--- config.mk ---
export PLATFORM = sky130hd
export DESIGN_NAME = ofs_spread_sched
export DESIGN_NICKNAME = d
export VERILOG_FILES = /design/src/rtl/ofs_pkg.sv /design/src/rtl/ofs_flow_fifo.sv /design/src/rtl/ofs_rot_pick.sv /design/src/rtl/ofs_spread_sched.sv
export SDC_FILE = /design/constraint.sdc
export NUM_CORES = 1
export LEC_CHECK = 0
export BUFFER_PORTS_ARGS = -buffer_cell sky130_fd_sc_hd__buf_2
export CAP_MARGIN = 10
export CORE_AREA = 2 2 212 423
export DETAILED_ROUTE_END_ITERATION = 10
export DIE_AREA = 0 0 214 425
export MAX_ROUTING_LAYER = met4
export PLACE_DENSITY_LB_ADDON = 0.3
export SLEW_MARGIN = 20
export SYNTH_ARGS = -nofsm -noshare
export SYNTH_HDL_FRONTEND = slang
export SYNTH_SLANG_ARGS = --single-unit
--- constraint.sdc ---
create_clock -name clk -period 7.7 [get_ports clk]
set_input_delay 0.77 -clock clk [delete_from_list [all_inputs] [get_ports clk]]
set_output_delay 0.77 -clock clk [all_outputs]
set_load 0.05 [all_outputs]
--- src/rtl/ofs_pkg.sv ---
package ofs_pkg;

  // Increment an index and wrap it at n (n need not be a power of two).
  function automatic int wrap_inc(input int v, input int n);
    return (v + 1 >= n) ? 0 : v + 1;
  endfunction

endpackage

--- src/rtl/ofs_flow_fifo.sv ---
module ofs_flow_fifo #(
  parameter int DATA_W = 16,
  parameter int DEPTH  = 8
) (
  input  logic                          clk,
  input  logic                          rst,
  input  logic                          push,
  input  logic [DATA_W-1:0]             din,
  input  logic                          pop,
  output logic [DATA_W-1:0]             head,
  output logic [$clog2(DEPTH+1)-1:0]    count,
  output logic                          full,
  output logic                          empty
);
  localparam int AW = (DEPTH > 1) ? $clog2(DEPTH) : 1;
  localparam int CW = $clog2(DEPTH + 1);

  logic [DATA_W-1:0] mem [DEPTH];
  logic [AW-1:0]     wr_ptr;
  logic [AW-1:0]     rd_ptr;

  always_ff @(posedge clk) begin
    if (push) mem[wr_ptr] <= din;
  end

  assign head  = mem[rd_ptr];
  assign full  = (count == CW'(DEPTH));
  assign empty = (count == '0);

  always_ff @(posedge clk) begin
    if (rst) begin
      wr_ptr <= '0;
      rd_ptr <= '0;
      count  <= '0;
    end else begin
      if (push) wr_ptr <= AW'(ofs_pkg::wrap_inc(int'(wr_ptr), DEPTH));
      if (pop)  rd_ptr <= AW'(ofs_pkg::wrap_inc(int'(rd_ptr), DEPTH));
      case ({push, pop})
        2'b10:   count <= count + 1'b1;
        2'b01:   count <= count - 1'b1;
        default: count <= count;
      endcase
    end
  end

  // storage never exceeds its depth, never read when empty, never written when full
  a_r9_count_bound: assert property (@(posedge clk) disable iff (rst)
    int'(count) <= DEPTH);
  a_r9_pop_nonempty: assert property (@(posedge clk) disable iff (rst)
    pop |-> !empty);
  a_r9_no_write_full: assert property (@(posedge clk) disable iff (rst)
    push |-> !full);

endmodule

--- src/rtl/ofs_rot_pick.sv ---
module ofs_rot_pick #(
  parameter int N = 4
) (
  input  logic                  clk,
  input  logic                  rst,
  input  logic [N-1:0]          req,
  input  logic [$clog2(N)-1:0]  base,
  output logic                  found,
  output logic [$clog2(N)-1:0]  pick
);
  localparam int IW = $clog2(N);

  always_comb begin
    int c;
    found = 1'b0;
    pick  = '0;
    for (int i = 0; i < N; i++) begin
      c = int'(base) + i;
      if (c >= N) c = c - N;
      if (!found && req[c]) begin
        found = 1'b1;
        pick  = IW'(c);
      end
    end
  end

  // the chosen index is a requester; no requester means nothing found
  a_r6_pick_requests: assert property (@(posedge clk) disable iff (rst)
    found |-> req[pick]);
  a_r7_none_when_idle: assert property (@(posedge clk) disable iff (rst)
    !found |-> (req == '0));
  a_r6_base_range: assert property (@(posedge clk) disable iff (rst)
    int'(base) < N);

endmodule

--- src/rtl/ofs_spread_sched.sv ---
module ofs_spread_sched #(
  parameter int N_PORTS = 4,
  parameter int DEPTH   = 8,
  parameter int DATA_W  = 16,
  parameter int SEQ_W   = 8
) (
  input  logic                        clk,
  input  logic                        rst,
  input  logic                        arr_valid,
  input  logic [$clog2(N_PORTS)-1:0]  arr_dest,
  input  logic [DATA_W-1:0]           arr_data,
  input  logic                        slot,
  output logic [N_PORTS-1:0]          q_full,
  output logic                        dep_valid,
  output logic [$clog2(N_PORTS)-1:0]  dep_port,
  output logic [$clog2(N_PORTS)-1:0]  dep_flow,
  output logic [SEQ_W-1:0]            dep_seq,
  output logic [DATA_W-1:0]           dep_data
);
  localparam int IDX_W = $clog2(N_PORTS);
  localparam int CNT_W = $clog2(DEPTH + 1);
  localparam int BUD_W = $clog2(N_PORTS + 1);
  localparam logic [CNT_W-1:0] FRAME_CELLS = CNT_W'(N_PORTS);
  localparam logic [IDX_W-1:0] LAST_SLOT   = IDX_W'(N_PORTS - 1);

  // Per-flow storage
  logic [N_PORTS-1:0] push_v, pop_v, full_v, empty_v;
  logic [N_PORTS-1:0] full_req, ne_req;
  logic [DATA_W-1:0]  head_v [N_PORTS];
  logic [CNT_W-1:0]   cnt_v  [N_PORTS];

  // Frame state
  logic               active;
  logic [IDX_W-1:0]   frame_cnt;
  logic [IDX_W-1:0]   cur_flow;
  logic [BUD_W-1:0]   budget;
  logic [IDX_W-1:0]   full_ptr, rr_ptr;
  logic [IDX_W-1:0]   port_ptr [N_PORTS];
  logic [SEQ_W-1:0]   seq_r    [N_PORTS];

  // Selection
  logic               full_found, part_found;
  logic [IDX_W-1:0]   full_pick, part_pick;
  logic [IDX_W-1:0]   sel_now;
  logic [BUD_W-1:0]   start_budget;
  logic               start, send_now;

  genvar g;
  generate
    for (g = 0; g < N_PORTS; g++) begin : g_flow
      assign push_v[g]   = arr_valid && (arr_dest == IDX_W'(g)) && !full_v[g];
      assign pop_v[g]    = send_now && (sel_now == IDX_W'(g));
      assign full_req[g] = (cnt_v[g] >= FRAME_CELLS);
      assign ne_req[g]   = !empty_v[g];

      ofs_flow_fifo #(.DATA_W(DATA_W), .DEPTH(DEPTH)) u_fifo (
        .clk   (clk),
        .rst   (rst),
        .push  (push_v[g]),
        .din   (arr_data),
        .pop   (pop_v[g]),
        .head  (head_v[g]),
        .count (cnt_v[g]),
        .full  (full_v[g]),
        .empty (empty_v[g])
      );
    end
  endgenerate

  assign q_full = full_v;

  ofs_rot_pick #(.N(N_PORTS)) u_full_pick (
    .clk   (clk),
    .rst   (rst),
    .req   (full_req),
    .base  (full_ptr),
    .found (full_found),
    .pick  (full_pick)
  );

  ofs_rot_pick #(.N(N_PORTS)) u_part_pick (
    .clk   (clk),
    .rst   (rst),
    .req   (ne_req),
    .base  (rr_ptr),
    .found (part_found),
    .pick  (part_pick)
  );

  always_comb begin
    if (active)          sel_now = cur_flow;
    else if (full_found) sel_now = full_pick;
    else                 sel_now = part_pick;

    if (cnt_v[sel_now] >= FRAME_CELLS) start_budget = BUD_W'(N_PORTS);
    else                               start_budget = BUD_W'(cnt_v[sel_now]);

    start    = slot && !active && (full_found || part_found);
    send_now = active ? (slot && (budget != '0)) : start;
  end

  always_ff @(posedge clk) begin
    if (rst) begin
      active    <= 1'b0;
      frame_cnt <= '0;
      cur_flow  <= '0;
      budget    <= '0;
      full_ptr  <= '0;
      rr_ptr    <= '0;
      dep_valid <= 1'b0;
      dep_port  <= '0;
      dep_flow  <= '0;
      dep_seq   <= '0;
      dep_data  <= '0;
      for (int i = 0; i < N_PORTS; i++) begin
        port_ptr[i] <= '0;
        seq_r[i]    <= '0;
      end
    end else begin
      dep_valid <= send_now;
      if (send_now) begin
        dep_port          <= port_ptr[sel_now];
        dep_flow          <= sel_now;
        dep_seq           <= seq_r[sel_now];
        dep_data          <= head_v[sel_now];
        port_ptr[sel_now] <= IDX_W'(ofs_pkg::wrap_inc(int'(port_ptr[sel_now]), N_PORTS));
        seq_r[sel_now]    <= seq_r[sel_now] + 1'b1;
      end
      if (slot) begin
        if (!active) begin
          if (start) begin
            cur_flow  <= sel_now;
            budget    <= start_budget - 1'b1;
            frame_cnt <= IDX_W'(1);
            active    <= 1'b1;
            if (full_found)
              full_ptr <= IDX_W'(ofs_pkg::wrap_inc(int'(full_pick), N_PORTS));
            else
              rr_ptr   <= IDX_W'(ofs_pkg::wrap_inc(int'(part_pick), N_PORTS));
          end
        end else begin
          if (budget != '0) budget <= budget - 1'b1;
          if (frame_cnt == LAST_SLOT) begin
            active    <= 1'b0;
            frame_cnt <= '0;
          end else begin
            frame_cnt <= frame_cnt + 1'b1;
          end
        end
      end
    end
  end

  // a departure only follows a strobe
  a_r11_valid_after_slot: assert property (@(posedge clk) disable iff (rst)
    dep_valid |-> $past(slot));
  // frame position and activity agree
  a_r4_frame_pos_active: assert property (@(posedge clk) disable iff (rst)
    active |-> (frame_cnt != '0));
  a_r4_frame_pos_idle: assert property (@(posedge clk) disable iff (rst)
    !active |-> (frame_cnt == '0));
  // remaining budget fits in the rest of the frame
  a_r7_budget_bound: assert property (@(posedge clk) disable iff (rst)
    int'(budget) < N_PORTS);
  // a full flow wins the boundary when one exists
  a_r5_full_wins: assert property (@(posedge clk) disable iff (rst)
    (slot && !active && (|full_req)) |-> (cnt_v[sel_now] >= FRAME_CELLS));
  // empty boundary gives no departure
  a_r10_empty_boundary: assert property (@(posedge clk) disable iff (rst)
    (slot && !active && !(|ne_req)) |=> !dep_valid);

endmodule

### Word-level counts from Yosys, hierarchy flattened

Memories as Yosys holds them, arrays and structs flattened. A register that Yosys moved wholly into a read port is not among the register bits.
Cells that the tools add are included.

| cells by class | value |
|---|---|
| add/sub/neg operators | 37 |
| magnitude comparators | 33 |
| equal/unequal tests | 20 |
| mux-type cells | 109 |
| bitwise operators | 3 |
| reduce and logical (&&, ||, !) cells | 56 |

Operator list:

| operator | number |
|---|---|
| $lt A32 B4 Y1 const B | 8 |
| $mux W32 | 8 |
| $ge A32 B4 Y1 const B | 6 |
| $sub A32 B4 Y32 const B | 6 |
| $mux W3 | 20 |
| $mux W1 | 43 |
| $mux W2 | 19 |
| $add A3 B1 Y4 const B | 8 |
| $bmux W16 S2 | 1 |
| $ge A4 B4 Y1 const B | 8 |
| $mux W16 | 2 |
| $pmux W4 S2 | 4 |
| $logic_and A1 B1 Y1 | 21 |
| $ge A4 B3 Y1 const B | 5 |
| $eq A2 B2 Y1 const B | 9 |
| $add A4 B1 Y4 const B | 4 |
| $bmux W1 S2 | 8 |
| $eq A4 B4 Y1 const B | 4 |
| $logic_not A4 Y1 | 4 |
| $sub A4 B1 Y4 const B | 4 |
| $add A2 B1 Y3 const B | 5 |
| $logic_not A1 Y1 | 15 |
| $add A2 B2 Y3 const B | 4 |
| $eq A2 B1 Y1 const B | 6 |
| other kinds (21) | 36 |

| storage, ports and cells | value |
|---|---|
| bits in registers | 81 |
| memory bits (writable) | 552 |
| memories kept | 6 |

Memories:

| memory | depth | width | rd ports | clocked after memory_dff | wr ports | line | text |
|---|---|---|---|---|---|---|---|
| g_flow[0].u_fifo.mem | 8 | 16 | 1 | 1 | 1 | ofs_flow_fifo.sv:18 | `logic [DATA_W-1:0] mem [DEPTH];` |
| g_flow[1].u_fifo.mem | 8 | 16 | 1 | 1 | 1 | ofs_flow_fifo.sv:18 |  |
| g_flow[2].u_fifo.mem | 8 | 16 | 1 | 1 | 1 | ofs_flow_fifo.sv:18 |  |
| g_flow[3].u_fifo.mem | 8 | 16 | 1 | 1 | 1 | ofs_flow_fifo.sv:18 |  |
| seq_r | 4 | 8 | 1 | 0 | 4 | ofs_spread_sched.sv:39 | `logic [SEQ_W-1:0] seq_r [N_PORTS];` |
| port_ptr | 4 | 2 | 1 | 0 | 4 | ofs_spread_sched.sv:38 | `logic [IDX_W-1:0] port_ptr [N_PORTS];` |

### Depth between registers and ports, before layout

| logic depth | value |
|---|---|
| word-level depth | 26 |
| mapped depth | 17 |
| depth with buffers taken out | 15 |

### By module

A second synthesis with hierarchy kept.

| second synthesis, totals | value |
|---|---|
| cells, all modules | 1473 |
| area total of the unflattened synthesis | 26517.9 sq um |

Modules (own cells, without submodules):

| module | instances | cells each | area each (sq um) |
|---|---|---|---|
| ofs_flow_fifo at g_flow[1].u_fifo ... | 2 | 259 | 5552.8 |
| ofs_flow_fifo at g_flow[2].u_fifo | 1 | 262 | 5451.5 |
| ofs_flow_fifo at g_flow[0].u_fifo | 1 | 260 | 5446.5 |
| ofs_spread_sched | 1 | 403 | 4359.2 |
| ofs_rot_pick | 2 | 15 | 77.6 |

### Worst setup path after synthesis

No wires, ideal clock.

| timing | value |
|---|---|
| kind | reg2reg |
| start | reg g_flow[0].u_fifo.count[1] |
| end | reg g_flow[3].u_fifo.count[2] |
| setup time | 0.070 ns |
| arrival | 3.657 ns |
| required time | 7.630 ns |
| path slack | 3.972 ns |
| cell stages (with the launch flop) | 18 |
| clock period less this slack | 3.728 ns |
| path through | dfxtp_1 -> buf_6 -> or4_4 -> a211o_1 -> a211o_1 -> buf_4 -> a21boi_4 -> buf_2 -> buf_2 -> nand2_1 -> inv_2 -> ha_1 -> xor2_1 -> ha_1 -> a21oi_1 -> xor2_1 -> or3_1 -> a21oi_1 |

| on the way | value |
|---|---|
| longest elaborated chain between the ends | 21 |

Ends and longest elaborated chain:

| item | line | text |
|---|---|---|
| start: declaration | ofs_flow_fifo.sv:11 | `output logic [$clog2(DEPTH+1)-1:0] count,` |
| start signal: assignment | ofs_flow_fifo.sv:39 | `2'b10: count <= count + 1'b1;` |
| start signal: assignment | ofs_flow_fifo.sv:40 | `2'b01: count <= count - 1'b1;` |
| start signal: assignment | ofs_flow_fifo.sv:41 | `default: count <= count;` |
| parallel branches: the longest is 18 deep, another holds $ge A4 B3 Y1 | n/a |  |
| $logic_and A1 B1 Y1 (*) | ofs_spread_sched.sv:52 | `assign pop_v[g] = send_now && (sel_now == IDX_W'(g));` |
| $eq A2 B1 Y1 / $eq A2 B2 Y1 (equally long branches) | ofs_flow_fifo.sv:38 | `case ({push, pop})` |
| $pmux W4 S2 / $reduce_bool A2 Y1 (equally long branches) | n/a |  |
| end signal: assignment | ofs_flow_fifo.sv:39 |  |
| end signal: assignment | ofs_flow_fifo.sv:40 |  |
| end signal: assignment | ofs_flow_fifo.sv:41 |  |
| end: declaration | ofs_flow_fifo.sv:11 |  |

Every way passes the cells marked *. The select of a mux whose other input is x is not followed.
A chain may end at the register's enable or synchronous reset.

### Worst setup path in the final report

| timing | value |
|---|---|
| start | reg g_flow[1].u_fifo.count[1] |
| end | reg g_flow[2].u_fifo.count[3] |

| on the way | value |
|---|---|
| longest elaborated chain between the ends | 21 |

Ends and longest elaborated chain:

| item | line |
|---|---|
| start: declaration | ofs_flow_fifo.sv:11 |
| start signal: assignment | ofs_flow_fifo.sv:39 |
| start signal: assignment | ofs_flow_fifo.sv:40 |
| start signal: assignment | ofs_flow_fifo.sv:41 |
| parallel branches: the longest is 18 deep, another holds $ge A4 B3 Y1 | n/a |
| $logic_and A1 B1 Y1 (*) | ofs_spread_sched.sv:52 |
| $eq A2 B1 Y1 / $eq A2 B2 Y1 (equally long branches) | ofs_flow_fifo.sv:38 |
| $pmux W4 S2 / $reduce_bool A2 Y1 (equally long branches) | n/a |
| end signal: assignment | ofs_flow_fifo.sv:39 |
| end signal: assignment | ofs_flow_fifo.sv:40 |
| end signal: assignment | ofs_flow_fifo.sv:41 |
| end: declaration | ofs_flow_fifo.sv:11 |

Marks and branches as above.

==> metrics <==
Critical Path, Cell by Cell or4_1, a211o_1, a211oi_2, o21ai_2, buf_4, nor3_1, ha_1, nand2_1, mux2_2, o22ai_1, o21ai_0, or3_1, a21oi_1; CP max stage cell a211oi_2; via count of the first global-routing pass 13.88k; clock network power share 24.3%; iteration count of the initial detailed-routing pass 5; Mapped Area 0.02619 mm2; minimum clock period after layout 4.435 ns; DR vias/cell 4.864; logic gate share of total power 41.1%; sequential share of the synthesized area 70.41%; post-synthesis compound-gate area fraction 4.673%; WL final 62,550 um; Slew Viols, Final 0; Top FF cell, synth edfxtp_1; worst slack at placement 3.352 ns; maximum count of clock buffers along a single path 3; Initial Util 29.87%; Clk Latency, worst-skew pair 0.63 ns; share of async-settable or async-resettable flops after synthesis 0%; global-route wire length before repair 92,350 um; synth warn 0; final-report setup violation count 0; kind of critical path flip-flop to flip-flop; nets in the synthesized netlist 1,588; maximum ir drop on the vdd rail 0.4706 mV; switching power as a share of total power 39.35%; average size of a mapped cell 16.97 um2; power share of the sequential group 34.6%; TritonCTS clock tree built; Num CTS Buffers 61; basic-gate share of the synthesized area counting and, or, nand and nor cells 6.598%; die width 214 um; crit-path max cell delay 0.72 ns; wire length on met2 30,220 um; maximum fanout along the worst path 25; die boundary height 425 um; Final Worst Setup Slack 3.265 ns; Max Used Layer met4; top-count cell post-synth edfxtp_1; Post-Place Cells 2,729; arrival time of the worst setup path 4.98 ns; clock tree root buffer cell clkbuf_16; switching power 4.889 mW; total leakage power 9.441 nW; Synth Area in Adders 1.099%; number of distinct library cells after synthesis 70; detailed-route wire length on metal 1 28,260 um; area overhead of the layout relative to synthesis 14.68%; Required @ worst endpoint 8.25 ns; share of the synthesized area in the top cell type 63.30%; leading post-synthesis cells by instance count edfxtp_1 (552), mux4_2 (138), nor2_1 (117); met3 routed WL 2933 um; Total Die Area 0.09095 mm2; run status finished clean; drc violations 0; top-level I/O count 55; Layout Nets 1,667; final hold vios 0; pin count of the biggest net entering global routing 67; number of rows created at floorplan 154; final cycle utilization of the critical path 57.60%; kind of start point of the critical path flip-flop; measured slew at the worst slew-check pin 1.338 ns; total of buffers placed on input and output ports 54; count of maximum capacitance violations 0; aggregate global-route resource usage 14.01%; drt first-iter violations 1,007; pwr dens 413.7 mW/mm2; most area-consuming cells after synthesis edfxtp_1 (63%), mux4_2 (12%), dfxtp_1 (7.1%); cell type with the highest aggregate area in the netlist edfxtp_1; sinks on the clock net 645; dominant combinational cell family by area after synthesis multiplexers; top achievable clock speed 0.2255 GHz; Filler Cell Count 8,360; post-cts repair resize count 0; CTS Hold Bufs 0; Hold WC Path Type input pin to flip-flop; vias post-DR 13.84k; parity-gate share of the synthesized area counting xor and xnor cells 0.9031%; initial antenna violation count 3; total congestion overflow 0; DR WL/cell 21.98 um; number of enable-type register cells in the synthesized netlist 552; worst relative slew slack 9.566%; Core Box Area 0.08767 mm2; layout cells sized above 1 23.12%; final instance count without filler cells 2,846; number of synthesized register bits 645; buffers inserted during post-CTS setup optimization 0; Routed Antenna Nets 0; Internal Power 7.534 mW; Mapped Cells 1,543; count of H-tree levels built during CTS 2; RSZ-0062 raised after global routing false; setup total negative slack 0 ns; clk slew on worst S/H paths 0.07 ns; mux cell area share after synthesis 14.61%; clock skew after layout 0.01726 ns; GPL Wtd Cong 0.8455; Detailed Place HPWL 38,280 um; kind of end point of the critical path flip-flop
-- routing by layer --
metal	vias up	track usage, %
met3	76	1.929
met5	-	-
met4	0	3.228
met2	309	22.60
met1	7169	18.84
li1	6289	-
-- final timing paths --
| path | startpoint | to | slack [ns] | depth (start not counted) |
|---|---|---|---|---|
| setup / recovery | g_flow[1].u_fifo.count[1] | g_flow[2].u_fifo.count[3] | 3.26 | 13 |
| hold reg to reg | dep_flow[1] | dep_flow[1] | 0.46 | 2 |
| setup reg to reg | g_flow[1].u_fifo.count[1] | g_flow[2].u_fifo.count[3] | 3.26 | 13 |
| hold / removal | slot | frame_cnt[0] | 0.43 | 2 |
-- area by class of cell --
class / instances / area [um2] / share of cell area [%]
diodes: 2 / 5.005 / 0.01667
clock buffers: 71 / 1594 / 5.308
clock inverters: 44 / 420.4 / 1.400
inverters: 16 / 60.06 / 0.2000
multi-input cells: 792 / 7383 / 24.59
flip-flops and latches: 645 / 18440 / 61.41
well taps: 1170 / 1464 / 4.875
repair buffers: 106 / 660.6 / 2.200
-- critical path, delay by kind of cell (launching register included) --
| family | cells | cell delay (ns) |
|---|---|---|
| buf+inv | 1 | 0.27 |
| simple gates | 4 | 1.48 |
| fa+ha+maj | 1 | 0.36 |
| compound gates | 6 | 1.56 |
| mux | 1 | 0.27 |
| flops | 1 | 0.41 |
-- flip-flops by register name, indices dropped and copies added, names as in the netlist, 2 cells and up, named ones only --
register,cells
dep_port,2
budget,3
frame_cnt,2
dep_data,16
g_flow.u_fifo.wr_ptr,12
dep_seq,8
port_ptr,8
cur_flow,2
g_flow.u_fifo.mem,512
g_flow.u_fifo.count,16
full_ptr,2
dep_flow,2
seq_r,32
g_flow.u_fifo.rd_ptr,12
rr_ptr,2
-- power groups by stage --
| stage | logic, mW | clock network [mW] | registers (mW) |
|---|---|---|---|
| 4_1_cts | 5.15 | 3.10 | 4.29 |
| 3_5_place_dp | 5.14 | 0 | 4.36 |
| 2_1_floorplan | 3.57 | 0 | 4.40 |
| 6_report | 5.11 | 3.02 | 4.29 |
| 3_3_place_gp | 5.12 | 0 | 4.36 |
| 5_1_grt | 5.54 | 3.23 | 4.32 |
-- cells by family (layout without fill, tap and decap cells) --
kind of cell	count (synthesis)	count (layout)
AOI/OAI and AO/OA	179	179
xor gates and xnor gates	27	27
adders and majority gates	23	23
buffers and inverters	106	237
DFF	645	645
muxes	209	209
other	0	2
and+or+nand+nor	354	354
-- cells in the final DEF, fill, tap and decap left out, types with 19 or more instances in the layout --
| master | instances |
|---|---|
| nand2_1 | 80 |
| a21oi_1 | 53 |
| buf_4 | 52 |
| o21ai_0 | 28 |
| dfxtp_1 | 89 |
| nor3_1 | 35 |
| mux2i_1 | 66 |
| edfxtp_1 | 552 |
| clkbuf_16 | 61 |
| a211oi_1 | 40 |
| buf_2 | 54 |
| mux4_2 | 138 |
| ha_1 | 23 |
| nor2_1 | 112 |
| nand3_1 | 19 |
-- metrics by stage --
stage          utilization, %  hold slack, ns  power, mW  cell area [um2]
5_1_grt                 34.25          0.4061      13.08            30030
2_1_floorplan               -          0.4578      7.972            26190
3_5_place_dp            31.95          0.4477      9.501            28010
4_1_cts                 34.25          0.3867      12.54            30030
3_3_place_gp            31.94          0.4417      9.477            28010
6_report                34.25          0.4263      12.42            30030
No activity file was read; power rests on OpenSTA's default activity.
